**src/rtl/pdo_pkg.sv**
```systemverilog
package pdo_pkg;

  localparam int DATA_W   = 8;
  localparam int SEL_W    = 3;
  localparam int MODE_W   = 3;

  localparam int LVL_BIT  = 7;
  localparam int SEL_LSB  = 4;
  localparam int RUN_BIT  = 3;
  localparam int MODE_LSB = 0;

  localparam logic [MODE_W-1:0] MODE_DIV = 3'b001;

  // Power-of-two exponent of the base-clock division for each tap code.
  function automatic int tap_exp(input int code);
    case (code)
      0:       return 11;
      1:       return 7;
      2:       return 5;
      3:       return 3;
      4:       return 2;
      5:       return 1;
      default: return 0;
    endcase
  endfunction

endpackage

```
**src/rtl/pdo_prescaler.sv**
```systemverilog
module pdo_prescaler #(
  parameter int DIV_W = 12,
  parameter int SEL_W = 3
) (
  input  logic             clk,
  input  logic             rst,
  input  logic [SEL_W-1:0] sel,
  output logic             tick
);
  localparam int NTAP = 1 << SEL_W;

  logic [DIV_W-1:0] div_q;
  logic [NTAP-1:0]  tap_hit;

  always_ff @(posedge clk) begin
    if (rst) div_q <= '0;
    else     div_q <= div_q + 1'b1;
  end

  // A tap fires when all bits below its exponent are ones.
  for (genvar g = 0; g < NTAP; g++) begin : g_tap
    localparam int E = pdo_pkg::tap_exp(g);
    localparam logic [DIV_W-1:0] MASK = {DIV_W{1'b1}} >> (DIV_W - E);
    assign tap_hit[g] = (div_q & MASK) == MASK;
  end

  assign tick = tap_hit[sel];

  // the undivided taps pulse on every cycle
  assert_fast_tap_R3: assert property (@(posedge clk) disable iff (rst)
    (pdo_pkg::tap_exp(int'(sel)) == 0) |-> tick);

  // a divided tap never pulses on two cycles in a row
  assert_tap_gap_R3: assert property (@(posedge clk) disable iff (rst)
    tap_hit[1] |=> !tap_hit[1]);

endmodule

```
**src/rtl/pdo_regs.sv**
```systemverilog
module pdo_regs #(
  parameter int DATA_W = 8,
  parameter int SEL_W  = 3,
  parameter int MODE_W = 3
) (
  input  logic              clk,
  input  logic              rst,
  input  logic              wr_en,
  input  logic              wr_sel,
  input  logic [DATA_W-1:0] wr_data,
  output logic              run_q,
  output logic [SEL_W-1:0]  sel_q,
  output logic [MODE_W-1:0] mode_q,
  output logic [DATA_W-1:0] period_q,
  output logic              start,
  output logic              lvl_load,
  output logic              lvl_data
);
  import pdo_pkg::*;

  logic ctrl_wr, per_wr;

  assign ctrl_wr  = wr_en && !wr_sel;
  assign per_wr   = wr_en && wr_sel;
  assign start    = ctrl_wr && wr_data[RUN_BIT] && !run_q;
  assign lvl_load = ctrl_wr && !run_q;
  assign lvl_data = wr_data[LVL_BIT];

  always_ff @(posedge clk) begin
    if (rst) begin
      run_q  <= 1'b0;
      sel_q  <= '0;
      mode_q <= '0;
    end else if (ctrl_wr) begin
      run_q  <= wr_data[RUN_BIT];
      sel_q  <= wr_data[SEL_LSB +: SEL_W];
      mode_q <= wr_data[MODE_LSB +: MODE_W];
    end
  end

  always_ff @(posedge clk) begin
    if (rst)         period_q <= '1;
    else if (per_wr) period_q <= wr_data;
  end

  // a period write lands unbuffered in one cycle
  assert_period_direct_R7: assert property (@(posedge clk) disable iff (rst)
    per_wr |=> period_q == $past(wr_data));

  // the run field follows its bit of the control byte
  assert_run_field_R2: assert property (@(posedge clk) disable iff (rst)
    ctrl_wr |=> run_q == $past(wr_data[RUN_BIT]));

  // a start comes only from a stopped timer
  assert_start_from_stop_R4: assert property (@(posedge clk) disable iff (rst)
    start |=> run_q && !$past(run_q));

endmodule

```
**src/rtl/pdo_core.sv**
```systemverilog
module pdo_core #(
  parameter int CNT_W  = 8,
  parameter int MODE_W = 3
) (
  input  logic              clk,
  input  logic              rst,
  input  logic              tick,
  input  logic              run,
  input  logic [MODE_W-1:0] mode,
  input  logic              start,
  input  logic              lvl_load,
  input  logic              lvl_data,
  input  logic [CNT_W-1:0]  period,
  output logic              pdo,
  output logic              match
);
  import pdo_pkg::*;

  // A zero period counts the full range of the counter.
  function automatic logic [CNT_W:0] span_of(input logic [CNT_W-1:0] p);
    return (p == '0) ? {1'b1, {CNT_W{1'b0}}} : {1'b0, p};
  endfunction

  logic [CNT_W-1:0] cnt_q;
  logic [CNT_W:0]   cnt_step;
  logic             active;
  logic             step_en;

  assign active   = run && (mode == MODE_DIV);
  assign step_en  = active && tick;
  assign cnt_step = {1'b0, cnt_q} + 1'b1;
  assign match    = step_en && (cnt_step == span_of(period));

  always_ff @(posedge clk) begin
    if (rst)          cnt_q <= '0;
    else if (start)   cnt_q <= '0;
    else if (match)   cnt_q <= '0;
    else if (step_en) cnt_q <= cnt_step[CNT_W-1:0];
  end

  always_ff @(posedge clk) begin
    if (rst)           pdo <= 1'b0;
    else if (match)    pdo <= ~pdo;
    else if (lvl_load) pdo <= lvl_data;
  end

  // a match inverts the pin
  assert_match_toggle_R5: assert property (@(posedge clk) disable iff (rst)
    match |=> pdo != $past(pdo));

  // a match restarts the count
  assert_match_clear_R5: assert property (@(posedge clk) disable iff (rst)
    match |=> cnt_q == '0);

  // a start restarts the count
  assert_start_clear_R4: assert property (@(posedge clk) disable iff (rst)
    start |=> cnt_q == '0);

  // a stopped timer holds the pin unless a level is loaded
  assert_stop_hold_R8: assert property (@(posedge clk) disable iff (rst)
    (!run && !lvl_load) |=> $stable(pdo));

  // a running timer moves the pin only on a match
  assert_run_ignore_R10: assert property (@(posedge clk) disable iff (rst)
    (run && !match) |=> $stable(pdo));

  // a foreign mode freezes the count
  assert_mode_freeze_R2: assert property (@(posedge clk) disable iff (rst)
    ((mode != MODE_DIV) && !start) |=> $stable(cnt_q));

  // a zero period matches only from the top count
  assert_zero_span_R6: assert property (@(posedge clk) disable iff (rst)
    (match && (period == '0)) |-> (cnt_q == '1));

endmodule

```
**src/rtl/pdo_timer.sv**
```systemverilog
module pdo_timer #(
  parameter int DATA_W = 8,
  parameter int DIV_W  = 12
) (
  input  logic              clk,
  input  logic              rst,
  input  logic              wr_en,
  input  logic              wr_sel,
  input  logic [DATA_W-1:0] wr_data,
  output logic              pdo_out
);
  localparam int SEL_W  = pdo_pkg::SEL_W;
  localparam int MODE_W = pdo_pkg::MODE_W;
  localparam int CNT_W  = DATA_W;

  logic              run_q;
  logic [SEL_W-1:0]  sel_q;
  logic [MODE_W-1:0] mode_q;
  logic [CNT_W-1:0]  period_q;
  logic              start;
  logic              lvl_load;
  logic              lvl_data;
  logic              tick;
  logic              match;

  pdo_regs #(.DATA_W(DATA_W), .SEL_W(SEL_W), .MODE_W(MODE_W)) u_regs (
    .clk      (clk),
    .rst      (rst),
    .wr_en    (wr_en),
    .wr_sel   (wr_sel),
    .wr_data  (wr_data),
    .run_q    (run_q),
    .sel_q    (sel_q),
    .mode_q   (mode_q),
    .period_q (period_q),
    .start    (start),
    .lvl_load (lvl_load),
    .lvl_data (lvl_data)
  );

  pdo_prescaler #(.DIV_W(DIV_W), .SEL_W(SEL_W)) u_presc (
    .clk  (clk),
    .rst  (rst),
    .sel  (sel_q),
    .tick (tick)
  );

  pdo_core #(.CNT_W(CNT_W), .MODE_W(MODE_W)) u_core (
    .clk      (clk),
    .rst      (rst),
    .tick     (tick),
    .run      (run_q),
    .mode     (mode_q),
    .start    (start),
    .lvl_load (lvl_load),
    .lvl_data (lvl_data),
    .period   (period_q),
    .pdo      (pdo_out),
    .match    (match)
  );

  // reset drives the pin low
  assert_reset_low_R1: assert property (@(posedge clk)
    rst |=> !pdo_out);

  // the pin only moves on a match or a stopped-timer load
  assert_pin_cause_R5: assert property (@(posedge clk) disable iff (rst)
    (!match && !lvl_load) |=> $stable(pdo_out));

endmodule

```
**config.mk**
```make
export PLATFORM = sky130hd
export DESIGN_NAME = pdo_timer
export DESIGN_NICKNAME = d
export VERILOG_FILES = /design/src/rtl/pdo_pkg.sv /design/src/rtl/pdo_prescaler.sv /design/src/rtl/pdo_regs.sv /design/src/rtl/pdo_core.sv /design/src/rtl/pdo_timer.sv
export SDC_FILE = /design/constraint.sdc
export NUM_CORES = 1
export LEC_CHECK = 0
export BUFFER_PORTS_ARGS = -buffer_cell sky130_fd_sc_hd__buf_4
export CORE_ASPECT_RATIO = 1.5
export CORE_UTILIZATION = 40
export CTS_CLUSTER_SIZE = 16
export DETAILED_ROUTE_END_ITERATION = 7
export HOLD_SLACK_MARGIN = 0.06
export PLACE_DENSITY = 0.6
export RECOVER_POWER = 25
export SLEW_MARGIN = 30
export SYNTH_ARGS = -nofsm -noshare
export SYNTH_HDL_FRONTEND = slang
export SYNTH_SLANG_ARGS = --single-unit
```
**constraint.sdc**
```tcl
create_clock -name clk -period 5.6 [get_ports clk]
set_clock_uncertainty 0.2 [all_clocks]
set_input_delay 1.12 -clock clk [delete_from_list [all_inputs] [get_ports clk]]
set_output_delay 1.12 -clock clk [all_outputs]
set_load 0.03 [all_outputs]
```
==> summary.md <==
| Metric | Value |
|---|---|
| Total clock sinks | `35` |
| First-pass GRT wire length | `roughly 6400 um` |
| Htree depth | `2` |
| Placed Instances | `about 260` |
| Combinational Power Share | `~7.4%` |
| Drt total wl | `approximately 3800 um` |
| Internal | `roughly 0.41 mW` |
| DR iter-0 viols | `40` |
| Worst hold path type | `reg -> reg` |
| Sw Ratio | `a little under a quarter` |
| Non-Filler Instances | `269` |
| Nets | `~240` |
| IO buf count | `12` |
| Die height | `85.1 um` |
| Minimum clock period | `2.85 ns` |
| DP HPWL | `~2900 um` |
| Pwr Density | `around 260 nW/um2` |
| Grt total ovfl | `0` |
| Maximum number of pins on one net before global-route repair | `30` |
| Period utilization | `50.9%` |
| Cell Chain, Critical Path | `ha_1 > and3_1 > nand3_4 > xnor2_2 > nand4_2 > or4_4 > or3_1 > a31oi_1` |
| Hold Buf Count CTS | `0` |
| WS Path Type | `reg -> reg` |
| Max cap viols | `0` |
| IR drop worst, VDD | `roughly 0.18 mV` |
| Pins Over Slew Limit | `0` |
| Core Rows | `29` |
| Initial antenna violation count | `0` |
| ANT cells | `0` |
| Core ar. | `about 4300 um2` |
| Gp weighted congestion | `around 0.84` |
| Switching power | `0.124 mW` |
| First-pass DRT Iterations | `4` |
| Wire length on met1 | `around 1600 um` |
| Synth Net Count | `~230` |
| Met2 routed wirelength | `roughly 2000 um` |
| Synth warn | `0` |
| Vias per cell | `5.50` |
| Vias | `between 1000 and 1500` |
| Setup tns final | `0 ns` |
| Setup violations, final | `0` |
| Status | `finished clean` |
| CP Capture Type | `flip-flop` |
| Slowest stage cell, crit path | `or4_4` |
| Seq pwr share | `49.9%` |
| Yosys reg bits | `35` |
| Netlist cell types | `50` |
| Highest clock rate | `roughly 350 MHz` |
| Rel. slew slack | `17.7%` |
| Routed length on met3 | `approximately 86 um` |
| Hold path cells | `2` |
| CTS-repair resized insts | `0` |
| Worst R2R Path Depth | `8` |
| Area Overhead vs Synth | `10.1%` |
| Total clock buffers created by CTS | `5` |
| Mapped Area | `between 1500 and 2000 um2` |
| Clock Latency Late Sink | `0.29 ns` |
| Critical Path Max Stage Delay | `a little under 0.6 ns` |
| Finished Core Util | `a little under half` |
| Synth Area per Inst | `8.64 um2` |
| Number of global-route vias before repair | `~1400` |
| Worst Path Required | `roughly 5.6 ns` |
| Gr usage total | `about 18%` |
| Worst Tran Pin Value | `between 1 and 1.5 ns` |
| Fraction of layout cells with a size suffix above 1 | `~15%` |
| Total Power | `about 0.53 mW` |
| Fin. Hold Viols | `0` |
| RSZ-0062 raised after global routing | `false` |
| WL/cell | `approximately 14 um` |
| Post-DRT Antenna Nets | `0` |
| DP Area | `around 1900 um2` |
| Clk buf depth | `2` |
| Num ports | `13` |
| Initial core utilization | `42.6%` |
| Clk pin slew, worst setup/hold paths | `approximately 0.080 ns` |
| Detailed-route DRC error count | `0` |
| Die Area | `4880 um2` |
| Top sig layer | `met4` |
| Setup bufs post-CTS | `0` |
| Design area | `~2000 um2` |
| CP arrival | `roughly 2.9 ns` |
| Setup crit start kind | `flip-flop` |
| CTS tree | `yes` |
| Register area share after synthesis | `about two fifths` |
| Maximum fanout count along the critical path | `6` |
| Clock root cell | `clkbuf_8` |
| Clock Power Share | `between 40% and 50%` |
| Post-synthesis cell count | `approximately 210` |
| Overall die width | `about 57 um` |
| P_leak | `just under 0.8 nW` |
-- state kept, by name (all words and copies together), names as in the netlist --
name and count:
u_regs.run_q 1, u_core.cnt_q 8, u_core.pdo 1, u_regs.mode_q 3, u_regs.sel_q 3, u_presc.div_q 11, u_regs.period_q 8
-- cell type report --
class | instances | area (um2)
sequential | 35 | 701
multi-input combinational | 162 | 1040
tap | 46 | 57.6
inverter | 5 | 18.8
timing repair buffer | 13 | 93.8
clock buffer | 5 | 68.8
fill | 433 | 2290
clock inverter | 3 | 43.8
-- path summary, 6_finish.rpt --
kind | end | slack, ns | start
max | u_core.pdo | 2.75 | u_core.cnt_q[0]
min | u_regs.mode_q[0] | 0.25 | u_regs.mode_q[0]
max reg2reg | u_core.pdo | 2.75 | u_core.cnt_q[0]
min reg2reg | u_regs.mode_q[0] | 0.25 | u_regs.mode_q[0]
-- through the flow --
stage,hold WS [ns],setup slack (ns)
after CTS,0.257,2.76
after global placement,0.239,2.80
final,0.254,2.75
after global routing,0.280,2.55
after detailed placement,0.246,2.76
after floorplan,0.222,3.04
-- layer usage --
metal | track usage [%] | up-vias
met5 | 0 | -
met2 | 31.2 | 20
li1 | - | 775
met1 | 19.0 | 677
met4 | 8.65 | 0
met3 | 4.12 | 7
-- placed cells by master, fill, tap and decap left out, types with 2 or more instances in the layout --
master / instances
dfxtp_1: 35
nand2_1: 27
nor2_1: 17
a21oi_1: 14
buf_4: 12
and3_1: 11
xor2_1: 9
nand3_1: 8
o21ai_0: 8
a211o_1: 8
xnor2_1: 6
nor2b_1: 6
inv_1: 5
clkbuf_8: 5
nor4_1: 4
ha_1: 4
or3_1: 3
a22o_1: 3
nand4_1: 2
and3_2: 2
nor3_1: 2
and2_1: 2
-- cells by family (layout without fill, tap and decap cells) --
logic type	after synthesis	count (layout)	share of synthesized area (%)
mux	1	1	0.612
xor+xnor	16	16	8.02
fa+ha+maj	4	4	2.72
flops	35	35	38.1
simple gates	93	93	27.0
buf+inv	16	26	5.23
compound gates	48	48	18.4
-- power by group through the flow --
stage	clock, mW	combinational (mW)	sequential [mW]
6_report	0.228	0.0392	0.265
5_1_grt	0.246	0.0441	0.267
4_1_cts	0.232	0.0397	0.265
3_5_place_dp	0	0.0393	0.271
3_3_place_gp	0	0.0395	0.271
2_1_floorplan	0	0.0276	0.269
-- synthesized netlist by cell type (all sizes together) --
cell	instances	area share (%)
a211o	8	3.8
a211oi	1	0.41
a21o	2	0.88
a21oi	14	3.8
a22o	3	1.4
a22oi	1	0.68
a311oi	1	0.48
a31o	1	0.48
a31oi	1	0.34
a41oi	1	0.48
and2	3	1.1
and3	13	4.6
buf	8	3.6
clkbuf	3	0.61
dfxtp	35	38
ha	4	2.7
inv	5	1.0
mux2	1	0.61
nand2	27	5.5
nand2b	1	0.34
nand3	10	3.7
nand4	3	1.4
nor2	17	3.5
nor2b	6	2.0
nor3	2	0.54
nor3b	1	0.41
nor4	4	1.4
nor4bb	1	0.54
o211ai	1	0.41
o21ai	9	2.4
o221ai	1	0.48
o2bb2ai	1	0.48
o311ai	1	0.48
o31ai	1	0.41
o41ai	1	0.88
or3	3	1.0
or3b	1	0.48
or4	1	0.61
xnor2	7	3.7
xor2	9	4.3
-- worst max-delay path: cells and delay by family, from the launching register on --
family	cells	cell delay, ns
simple gates	5	1.54
flops	1	0.42
fa+ha+maj	1	0.28
compound gates	1	0.18
xor+xnor	1	0.15
No activity file was read; power rests on OpenSTA's default activity.
